[config.mk]
export PLATFORM = sky130hd
export DESIGN_NAME = mbox_narrow_target
export DESIGN_NICKNAME = d
export VERILOG_FILES = /design/src/rtl/mbox_pkg.sv /design/src/rtl/mbox_reg_decode.sv /design/src/rtl/mbox_req_buf.sv /design/src/rtl/mbox_rsp_seq.sv /design/src/rtl/mbox_narrow_target.sv
export SDC_FILE = /design/constraint.sdc
export NUM_CORES = 1
export LEC_CHECK = 0
export ABC_AREA = 0
export BUFFER_PORTS_ARGS = -buffer_cell sky130_fd_sc_hd__buf_2
export CAP_MARGIN = 5
export CORE_AREA = 2 2 222 224
export DETAILED_ROUTE_END_ITERATION = 16
export DIE_AREA = 0 0 224 226
export PLACE_DENSITY = 0.62
export SLEW_MARGIN = 10
export SYNTH_ARGS = -nofsm -noshare
export SYNTH_HDL_FRONTEND = slang
export SYNTH_SLANG_ARGS = --single-unit
[constraint.sdc]
create_clock -name clk -period 8.15 [get_ports clk]
set_input_delay 0.815 -clock clk [delete_from_list [all_inputs] [get_ports clk]]
set_output_delay 0.815 -clock clk [all_outputs]
set_load 0.01 [all_outputs]
[src/rtl/mbox_pkg.sv]
// Package: shared constants and the state type of the narrow-port mailbox.
// Assumes a 32-bit register bus with byte offsets.
package mbox_pkg;

    localparam int DW = 32;

    // Byte offsets of the four registers.
    localparam logic [31:0] OFF_CTRL = 32'h0;
    localparam logic [31:0] OFF_STS  = 32'h4;
    localparam logic [31:0] OFF_WR   = 32'h8;
    localparam logic [31:0] OFF_RD   = 32'hC;

    // Bit positions inside control and status.
    localparam int CTRL_CANCEL_BIT = 0;
    localparam int CTRL_START_BIT  = 31;
    localparam int STS_READY_BIT   = 31;
    localparam int STS_ERR_BIT     = 2;

    // Fixed reply size in words.
    localparam int RSP_WORDS = 4;
    localparam int RSP_IDX_W = $clog2(RSP_WORDS);

    typedef enum logic [1:0] {
        ST_COLLECT = 2'd0,
        ST_SEND    = 2'd1,
        ST_WAIT    = 2'd2,
        ST_RESP    = 2'd3
    } mbox_state_e;

endpackage

[src/rtl/mbox_reg_decode.sv]
// Module: address decode and read multiplexer of the mailbox registers.
// Turns bus writes into one-cycle command strobes and assembles read data.
// Assumes at most one of read or write per cycle; reads have no side effect.
module mbox_reg_decode
    import mbox_pkg::*;
#(
    parameter int ADDR_W = 4
) (
    input  logic              bus_wr_en,
    input  logic              bus_rd_en,
    input  logic [ADDR_W-1:0] bus_addr,
    input  logic [DW-1:0]     bus_wdata,
    input  logic              sts_ready,
    input  logic              sts_error,
    input  logic              rsp_valid,
    input  logic [DW-1:0]     rsp_word,
    output logic              cancel_p,
    output logic              start_p,
    output logic              push_p,
    output logic              ack_p,
    output logic [DW-1:0]     bus_rdata
);

    logic sel_ctrl, sel_sts, sel_wr, sel_rd;

    // Purpose: match the access offset against each register.
    always_comb begin
        sel_ctrl = (bus_addr == ADDR_W'(OFF_CTRL));
        sel_sts  = (bus_addr == ADDR_W'(OFF_STS));
        sel_wr   = (bus_addr == ADDR_W'(OFF_WR));
        sel_rd   = (bus_addr == ADDR_W'(OFF_RD));
    end

    // Purpose: derive write strobes; cancel wins over start.
    always_comb begin
        cancel_p = bus_wr_en && sel_ctrl && bus_wdata[CTRL_CANCEL_BIT];
        start_p  = bus_wr_en && sel_ctrl && bus_wdata[CTRL_START_BIT]
                   && !bus_wdata[CTRL_CANCEL_BIT];
        push_p   = bus_wr_en && sel_wr;
        ack_p    = bus_wr_en && sel_rd;
    end

    // Purpose: read multiplexer; zero for write-only and unmapped offsets.
    always_comb begin
        bus_rdata = '0;
        if (bus_rd_en) begin
            if (sel_sts) begin
                bus_rdata[STS_READY_BIT] = sts_ready;
                bus_rdata[STS_ERR_BIT]   = sts_error;
            end else if (sel_rd && rsp_valid) begin
                bus_rdata = rsp_word;
            end
        end
    end

endmodule

[src/rtl/mbox_req_buf.sv]
// Module: in-order request store of the mailbox.
// Appends words at a write count and reads them out from a separate pointer.
// Assumes the caller never pushes when full and only pops while words remain.
module mbox_req_buf
    import mbox_pkg::*;
#(
    parameter  int DEPTH = 16,
    localparam int CNT_W = $clog2(DEPTH + 1)
) (
    input  logic             clk,
    input  logic             rst_n,
    input  logic             clear,
    input  logic             push,
    input  logic [DW-1:0]    push_data,
    input  logic             pop,
    output logic [DW-1:0]    head_data,
    output logic             head_last,
    output logic             full,
    output logic [CNT_W-1:0] count
);

    localparam int IDX_W = (DEPTH > 1) ? $clog2(DEPTH) : 1;

    logic [DW-1:0]    mem_q [DEPTH];
    logic [CNT_W-1:0] wr_cnt_q;
    logic [CNT_W-1:0] rd_ptr_q;

    // One storage word per entry, written when the count points at it.
    for (genvar g = 0; g < DEPTH; g++) begin : g_entry
        // Purpose: capture a pushed word into entry g.
        always_ff @(posedge clk) begin
            if (push && (wr_cnt_q == CNT_W'(g))) begin
                mem_q[g] <= push_data;
            end
        end
    end

    // Purpose: advance the write count and read pointer, or empty the store.
    always_ff @(posedge clk) begin
        if (!rst_n || clear) begin
            wr_cnt_q <= '0;
            rd_ptr_q <= '0;
        end else begin
            if (push) wr_cnt_q <= wr_cnt_q + CNT_W'(1);
            if (pop)  rd_ptr_q <= rd_ptr_q + CNT_W'(1);
        end
    end

    // Purpose: present the word at the read pointer and its flags.
    always_comb begin
        head_data = mem_q[rd_ptr_q[IDX_W-1:0]];
        head_last = (CNT_W'(rd_ptr_q + CNT_W'(1)) == wr_cnt_q);
        full      = (wr_cnt_q == CNT_W'(DEPTH));
        count     = wr_cnt_q;
    end

    // the count never passes the depth, and no push lands on a full store.
    assert_no_overflow_R3 : assert property (@(posedge clk) disable iff (!rst_n)
        (wr_cnt_q <= CNT_W'(DEPTH)) && !(push && full));

    // reads never run ahead of writes.
    assert_order_R2 : assert property (@(posedge clk) disable iff (!rst_n)
        pop |-> (rd_ptr_q < wr_cnt_q));

endmodule

[src/rtl/mbox_rsp_seq.sv]
// Module: four-word reply sequencer of the mailbox.
// Captures the consumer's result and steps through the reply words on acknowledge.
// Assumes load arrives only while no reply is pending.
module mbox_rsp_seq
    import mbox_pkg::*;
#(
    parameter logic [15:0] OBJ_TYPE  = 16'h000B,
    parameter logic [15:0] VENDOR_ID = 16'h0000
) (
    input  logic          clk,
    input  logic          rst_n,
    input  logic          clear,
    input  logic          load,
    input  logic [DW-1:0] load_offset,
    input  logic [2:0]    load_flags,
    input  logic          ack,
    output logic          valid,
    output logic [DW-1:0] word,
    output logic          last_ack
);

    logic                 valid_q;
    logic [RSP_IDX_W-1:0] idx_q;
    logic [DW-1:0]        off_q;
    logic [2:0]           flags_q;

    // Purpose: flag the acknowledge of the final reply word.
    always_comb begin
        last_ack = ack && valid_q && (idx_q == RSP_IDX_W'(RSP_WORDS - 1));
    end

    // Purpose: capture the result, step the word index on acknowledge, retire at the end.
    always_ff @(posedge clk) begin
        if (!rst_n || clear) begin
            valid_q <= 1'b0;
            idx_q   <= '0;
            off_q   <= '0;
            flags_q <= '0;
        end else if (load && !valid_q) begin
            valid_q <= 1'b1;
            idx_q   <= '0;
            off_q   <= load_offset;
            flags_q <= load_flags;
        end else if (last_ack) begin
            valid_q <= 1'b0;
            idx_q   <= '0;
        end else if (ack && valid_q) begin
            idx_q   <= idx_q + RSP_IDX_W'(1);
        end
    end

    // Purpose: select the reply word at the current index.
    always_comb begin
        case (idx_q)
            RSP_IDX_W'(0): word = {OBJ_TYPE, VENDOR_ID};
            RSP_IDX_W'(1): word = DW'(RSP_WORDS);
            RSP_IDX_W'(2): word = off_q;
            default:       word = {{(DW-3){1'b0}}, flags_q};
        endcase
        valid = valid_q;
    end

    // without an acknowledge the presented word holds.
    assert_word_stable_R6 : assert property (@(posedge clk) disable iff (!rst_n)
        (valid_q && !ack && !clear) |=> (valid_q && $stable(word)));

endmodule

[src/rtl/mbox_narrow_target.sv]
// Module: top of the narrow-port register mailbox target.
// Sequences collect -> stream to consumer -> wait for result -> reply readout.
// Assumes one bus access per cycle; cancel may arrive in any state.
module mbox_narrow_target
    import mbox_pkg::*;
#(
    parameter int          ADDR_W    = 4,
    parameter int          DEPTH     = 16,
    parameter logic [15:0] OBJ_TYPE  = 16'h000B,
    parameter logic [15:0] VENDOR_ID = 16'h0000
) (
    input  logic              clk,
    input  logic              rst_n,
    input  logic              bus_wr_en,
    input  logic              bus_rd_en,
    input  logic [ADDR_W-1:0] bus_addr,
    input  logic [31:0]       bus_wdata,
    output logic [31:0]       bus_rdata,
    output logic              cons_req_valid,
    input  logic              cons_req_ready,
    output logic [31:0]       cons_req_data,
    output logic              cons_req_last,
    output logic              cons_rsp_ready,
    input  logic              cons_rsp_valid,
    input  logic [31:0]       cons_rsp_offset,
    input  logic [2:0]        cons_rsp_flags
);

    localparam int CNT_W = $clog2(DEPTH + 1);

    mbox_state_e      state_q;
    logic             err_q;
    logic             cancel_p, start_p, push_p, ack_p;
    logic             buf_push, buf_pop, buf_clear, buf_full, buf_last;
    logic [CNT_W-1:0] buf_count;
    logic [DW-1:0]    buf_head;
    logic             rsp_load, rsp_valid, rsp_last_ack;
    logic [DW-1:0]    rsp_word;

    mbox_reg_decode #(.ADDR_W(ADDR_W)) u_decode (
        .bus_wr_en (bus_wr_en),
        .bus_rd_en (bus_rd_en),
        .bus_addr  (bus_addr),
        .bus_wdata (bus_wdata),
        .sts_ready (rsp_valid),
        .sts_error (err_q),
        .rsp_valid (rsp_valid),
        .rsp_word  (rsp_word),
        .cancel_p  (cancel_p),
        .start_p   (start_p),
        .push_p    (push_p),
        .ack_p     (ack_p),
        .bus_rdata (bus_rdata)
    );

    mbox_req_buf #(.DEPTH(DEPTH)) u_req_buf (
        .clk       (clk),
        .rst_n     (rst_n),
        .clear     (buf_clear),
        .push      (buf_push),
        .push_data (bus_wdata),
        .pop       (buf_pop),
        .head_data (buf_head),
        .head_last (buf_last),
        .full      (buf_full),
        .count     (buf_count)
    );

    mbox_rsp_seq #(.OBJ_TYPE(OBJ_TYPE), .VENDOR_ID(VENDOR_ID)) u_rsp_seq (
        .clk         (clk),
        .rst_n       (rst_n),
        .clear       (cancel_p),
        .load        (rsp_load),
        .load_offset (cons_rsp_offset),
        .load_flags  (cons_rsp_flags),
        .ack         (ack_p),
        .valid       (rsp_valid),
        .word        (rsp_word),
        .last_ack    (rsp_last_ack)
    );

    // Purpose: gate buffer and reply controls by the current phase.
    always_comb begin
        buf_push  = push_p && (state_q == ST_COLLECT) && !buf_full && !cancel_p;
        buf_pop   = (state_q == ST_SEND) && cons_req_ready && !cancel_p;
        buf_clear = cancel_p || rsp_last_ack;
        rsp_load  = (state_q == ST_WAIT) && cons_rsp_valid && !cancel_p;
    end

    // Purpose: drive the consumer-side handshake outputs.
    always_comb begin
        cons_req_valid = (state_q == ST_SEND);
        cons_req_data  = buf_head;
        cons_req_last  = buf_last;
        cons_rsp_ready = (state_q == ST_WAIT);
    end

    // Purpose: phase sequencer with cancel taking priority in every state.
    always_ff @(posedge clk) begin
        if (!rst_n || cancel_p) begin
            state_q <= ST_COLLECT;
        end else begin
            case (state_q)
                ST_COLLECT: if (start_p)
                                state_q <= (buf_count == '0) ? ST_WAIT : ST_SEND;
                ST_SEND:    if (buf_pop && buf_last) state_q <= ST_WAIT;
                ST_WAIT:    if (rsp_load) state_q <= ST_RESP;
                ST_RESP:    if (rsp_last_ack) state_q <= ST_COLLECT;
                default:    state_q <= ST_COLLECT;
            endcase
        end
    end

    // Purpose: sticky error on a push into a full buffer, cleared by cancel.
    always_ff @(posedge clk) begin
        if (!rst_n || cancel_p) begin
            err_q <= 1'b0;
        end else if (push_p && (state_q == ST_COLLECT) && buf_full) begin
            err_q <= 1'b1;
        end
    end

    // ready holds until the final reply word is acknowledged.
    assert_ready_hold_R4 : assert property (@(posedge clk) disable iff (!rst_n)
        (rsp_valid && !rsp_last_ack && !cancel_p) |=> rsp_valid);

    // ready is only shown in the reply phase.
    assert_ready_phase_R4 : assert property (@(posedge clk) disable iff (!rst_n)
        rsp_valid |-> (state_q == ST_RESP));

    // data-out reads zero when no reply word is pending.
    assert_idle_rdata_R7 : assert property (@(posedge clk) disable iff (!rst_n)
        (bus_rd_en && (bus_addr == ADDR_W'(OFF_RD)) && !rsp_valid) |-> (bus_rdata == '0));

    // cancel leaves an empty, idle, error-free block.
    assert_cancel_clears_R8 : assert property (@(posedge clk) disable iff (!rst_n)
        cancel_p |=> (!cons_req_valid && !rsp_valid && !err_q && (buf_count == '0)));

    // a stalled offer holds its word and last flag.
    assert_stream_hold_R10 : assert property (@(posedge clk) disable iff (!rst_n)
        (cons_req_valid && !cons_req_ready && !cancel_p) |=>
        (cons_req_valid && $stable(cons_req_data) && $stable(cons_req_last)));

endmodule

-- Yosys cells after proc, flatten, opt, wreduce, memory -nomap -nowiden
Memory sizes are Yosys's and may differ from the RTL's. A register that Yosys moved wholly into a read port is not among the register bits.
Cells that the tools add are included.
- flip-flop bits (word level): 51
- memory bits (writable): 512
- input bits: 77
- output and inout port bits: 67
- word-level logic and storage cells: 201
- memories: 1
- add/sub/neg operators: 3
- equality and inequality tests: 30
- multiplexer cells: 94
- reductions and logical operators: 65
- memory list (memory ; words ; width ; rd ports ; clocked after Yosys merged registers in ; write ports ; line ; source):
    u_req_buf.mem_q ; 16 ; 32 ; 1 ; 1 ; 1 ; mbox_req_buf.sv:24 ; logic [DW-1:0] mem_q [DEPTH];
- operators by type and width (cell ; count):
    $mux W32 ; 17
    $reduce_or A32 Y1 ; 15
    $pmux W32 S3 ; 1
    $mux W4 ; 17
    $mux W1 ; 51
    $eq A5 B4 Y1 const B ; 8
    $logic_and A1 B1 Y1 ; 35
    $mux W28 ; 1
    $eq A5 B3 Y1 const B ; 4
    $mux W2 ; 6
    $add A5 B1 Y5 const B ; 2
    $eq A5 B2 Y1 const B ; 2
    $eq A2 B2 Y1 const B ; 4
    $eq A4 B4 Y1 const B ; 2
    $pmux W2 S4 ; 1
    $eq A5 B1 Y1 const B ; 1
    $eq A5 B5 Y1 ; 1
    $eq A5 B5 Y1 const B ; 1
    $logic_not A1 Y1 ; 5
    $logic_not A5 Y1 ; 1
    $eq A2 B1 Y1 const B ; 2
    $eq A4 B3 Y1 const B ; 1
    $logic_not A2 Y1 ; 2
    $logic_not A4 Y1 ; 1
    7 further kinds ; 11

-- Longest topological paths before layout
- depth in word-level cells: 24
- depth in mapped cells: 8
- depth with buffers taken out: 7

-- Modules after synthesis
From an unflattened synthesis, not the netlist that was laid out.
- cell total of the unflattened synthesis: 1215
- area, all modules: 22255.1 sq um
- by module, submodules not included (module ; instances ; cells an instance ; area an instance (sq um) ; sequential area each (sq um)):
    mbox_req_buf ; 1 ; 873 ; 19874.1 ; 15655.0
    mbox_rsp_seq ; 1 ; 221 ; 1669.1 ; 760.7
    mbox_reg_decode ; 1 ; 85 ; 422.9 ; 0.0
    mbox_narrow_target ; 1 ; 36 ; 289.0 ; 60.1

-- Worst setup path after synthesis
OpenSTA, ideal clock, no wires.
- path type: in2reg
- start: in bus_addr[1]
- end: mem u_req_buf.mem_q[2][0], enable pin
- setup time: 0.461 ns
- data arrival time: 4.102 ns
- required time: 7.689 ns
- setup slack: 3.587 ns
- stages on the path: 5
- path through: or3b_4 > or3_1 > nor2_2 > nand2_1 > nor3_1
- longest elaborated chain between the ends: 24
- ends and longest elaborated chain (item ; line ; source):
    start, declared ; mbox_narrow_target.sv:16 ; input logic [ADDR_W-1:0] bus_addr,
    $eq A4 B4 Y1 or $logic_not A4 Y1 (tied branches) ; mbox_reg_decode.sv:30, mbox_reg_decode.sv:28 ;
    $logic_and A1 B1 Y1, on equally long branches ; mbox_reg_decode.sv:39, mbox_reg_decode.sv:36 ;
    $logic_and A1 B1 Y1, on equally long branches ; mbox_narrow_target.sv:84, mbox_reg_decode.sv:36 ;
    $logic_and A1 B1 Y1 or $logic_not A1 Y1 (tied branches) ; mbox_narrow_target.sv:84 ; buf_push = push_p && (state_q == ST_COLLECT) && !buf_full && !cancel_p;
    $logic_and A1 B1 Y1 * ; mbox_narrow_target.sv:84 ;
    $logic_and A1 B1 Y1 ; mbox_req_buf.sv:32 ; if (push && (wr_cnt_q == CNT_W'(g))) begin
    $mux W1 ; mbox_req_buf.sv:32 ;
    $mux W1 (not written as such) ; mbox_req_buf.sv:33 ; mem_q[g] <= push_data;
    $reduce_or A32 Y1 (no line) ; n/a ;
    $mux W4 (no line) or $mux W1 (tied branches) (15 in a row) ; n/a ;
    end, declared ; mbox_req_buf.sv:24 ;
Mark *: on every way between the ends. The rest lies on a longest branch, timed or not.

==> results.py <==
metrics = {
    "status": {
        "status": "complete, no violations",
    },
    "drt": {
        "ant_nets": 0,
        "drcViolationCount": 0,
        "num_vias": 10532,
        "via_per_inst": 5.614,
        "firstDrtPassIters": 4,
        "routed_wl_mm": 46.77,
        "wl_per_cell_um": 24.93,
        "drt_iter0_drc": 842,
    },
    "power": {
        "total_power_w": 0.005738,
        "p_per_area_mw_per_mm2": 226.2,
        "clock_power_share_pct": 43.5,
        "switching_share_pct": 19.57,
        "comb_power_share_pct": 1.3,
        "irDropWorstVdd_mv": 0.1651,
        "pwr-share-seq_pct": 55.2,
        "power.leakage_nw": 8.016,
        "power.switching_w": 0.001123,
        "internal_power_w": 0.004614,
    },
    "clock_network": {
        "cts_root_buffer": "clkbuf_16",
        "htreeDepth": 2,
        "clk_pin_slew_worst_paths_ps": 60,
        "worstSkewPairLatency_ps": 600,
        "post_cts_buffers": 0,
        "numCtsBuffers": 58,
        "cts_tree": "yes",
        "cts.sinks": 567,
        "cts_resized": 0,
        "hold_buffers": 0,
        "clk_path_buf_depth": 3,
    },
    "yosys": {
        "ys_types": 46,
        "ys_top_cells_by_count": "edfxtp_1, mux4_2, nor2_1",
        "synth-edff-count": 512,
        "yosysTopAreaCellShare_pct": 69.85,
        "synth-seq-area-share_pct": 74.85,
        "ys.flop_type": "edfxtp_1",
        "yosysTopAreaCell": "edfxtp_1",
        "syn-num-nets": 1127,
        "syn-cell-area_mm2": 0.02201,
        "synth_most_common_cell": "edfxtp_1",
        "synth_warnings": 0,
        "async_flop_share_pct": 0,
        "avgSynthCellArea_um2": 21.29,
        "yosys-top-cells-area": "edfxtp_1, mux4_2, dfxtp_1, mux2i_1, nor2_1",
        "ys_ff_latch": 567,
        "synthCells": 1034,
    },
    "flow_run": {
        "cap_violations": 0,
    },
    "setup_path": {
        "criticalPathCategory": "register to primary output",
        "critPathLaunchType": "register",
        "endpoint_kind": "primary output",
        "cp_slowest_cell": "dfxtp_4",
        "cp_max_fo": 66,
        "crit_path_max_incr_delay_ps": 1030,
        "cp.arrival_ps": 3660,
        "cpMostUsedCell": "mux4_2",
        "crit_family": "flip-flops",
        "crit_chain": "buf_4 > mux4_2 > mux4_2 > buf_2",
        "cp_num_buf_inv": 2,
        "required_ps": 7340,
    },
    "floorplanning": {
        "die_x_um": 224,
        "start_util_pct": 45.53,
        "top_level_ports": 144,
        "core_mm2": 0.04834,
        "die_area_mm2": 0.05062,
        "die_y_um": 226,
        "rows": 81,
    },
    "final_layout": {
        "stdcell_count": 1876,
        "fin_util_pct": 52.47,
        "fin_area_mm2": 0.02536,
        "areaGrowthSynthToFinish_pct": 15.23,
        "layout-drive-gt1-share_pct": 34.72,
        "layout.nets": 1304,
    },
    "sta": {
        "tns_ps": 0,
        "slew_violations": 0,
        "worst_slew_margin_rel_pct": 29.67,
        "clock.fmax_ghz": 0.2233,
        "rsz0062_at_grt": "no",
        "fin_crit_sh_pct": 54.96,
        "skew_ps": 11.65,
        "worst-slew-pin-transition_ps": 1055,
        "finalSetupViolCount": 0,
        "min_period_ps": 4479,
        "finalHoldViolations": 0,
    },
    "grt": {
        "gr-total-overflow": 0,
        "grt_start_max_net_pins": 102,
        "first_global_vias": 10968,
        "antenna_found_initial": 2,
        "grtUsageTotal_pct": 18.82,
        "grt_pass1_wl_mm": 69.78,
    },
    "placement": {
        "gp_congestion": 0.6934,
        "place_hpwl_mm": 23.35,
        "placed_area_mm2": 0.02357,
        "dp.cells": 1773,
        "io_buffers": 143,
    },
    "min_path": {
        "min_path_type": "input pin to register",
    },
}
[cells by family after synthesis]
family	share of synthesized area [%]
xor gates and xnor gates	0.5173
adders and majority gates	0.9095
DFF	74.85
buffers and inverters	1.307
AOI/OAI and AO/OA	0.9437
muxes	18.19
and+or+nand+nor	3.280
[power groups by stage]
stage | sequential [W] | clock [W] | combinational [W]
4_1_cts | 0.00317 | 0.00255 | 0.0000767
3_5_place_dp | 0.00323 | 0 | 0.0000767
3_3_place_gp | 0.00323 | 0 | 0.0000732
2_1_floorplan | 0.00323 | 0 | 0.0000192
5_1_grt | 0.00317 | 0.00265 | 0.0000853
6_report | 0.00317 | 0.00249 | 0.0000757
[per-layer routing]
layer | GRT usage, % | share of wire, % | up-vias | wire length [um]
met5 | 0 | 0.058 | - | 27
li1 | - | - | 4593 | -
met1 | 26.39 | 43 | 5532 | 20220
met3 | 4.333 | 6.5 | 55 | 3043
met2 | 30.46 | 49 | 348 | 22820
met4 | 3.892 | 1.4 | 4 | 657
[worst paths after layout]
kind | end | cells after the start | slack [ps] | start
worst min-delay path | u_rsp_seq.off_q[27]$_SDFFE_PP0P_ | 3 | 440 | cons_rsp_offset[27]
worst min register to register | u_rsp_seq.off_q[29]$_SDFFE_PP0P_ | 2 | 480 | u_rsp_seq.off_q[29]$_SDFFE_PP0P_
worst max register to register | u_req_buf.mem_q[2][3]$_DFFE_PP_ | 8 | 5180 | state_q[1]$_SDFFE_PP0P_
worst max-delay path | cons_req_data[25] | 4 | 3670 | register
[sequential cells by signal, summed over array words and instances, names as in the netlist, named ones only]
register	count
u_req_buf.mem_q	512
u_rsp_seq.off_q	32
u_req_buf.count	5
u_req_buf.rd_ptr_q	5
u_rsp_seq.flags_q	3
state_q	2
u_rsp_seq.idx_q	2
err_q	1
u_rsp_seq.valid	1
[per-stage QoR]
stage	hold slack [ps]	setup slack (ps)
after CTS	402.3	3553
after floorplan	437.9	3587
after global placement	463.8	4211
after global routing	432.8	3498
final	442.6	3671
after detailed placement	475.7	4212
[worst min-delay path, delay by kind of cell]
family / cells / cell delay, ps
buffers and inverters: 1 / 70
and+or+nand+nor: 1 / 70
muxes: 1 / 50
[cell type report]
type	count	area, um^2
antenna	1	2.502
timing repair buffer	167	908.4
clock inverter	28	216.5
clock buffer	74	1575
multi-input combinational	406	5355
inverter	11	41.29
sequential	567	16490
fill	3750	22980
tap	622	778.2
[cells in the final DEF (no fill, tap or decap), drive strengths merged, types with 5 or more instances in the layout]
cell type / instances
clkbuf: 74
mux2i: 40
nor3: 10
edfxtp: 512
a21oi: 10
dfxtp: 55
clkinv: 22
o21ai: 6
nor2: 67
mux4: 160
buf: 167
nand3: 5
xnor2: 8
xor2: 5
and2: 26
inv: 12
nand2: 21
ha: 16
Power figures use the tool's default switching activity.
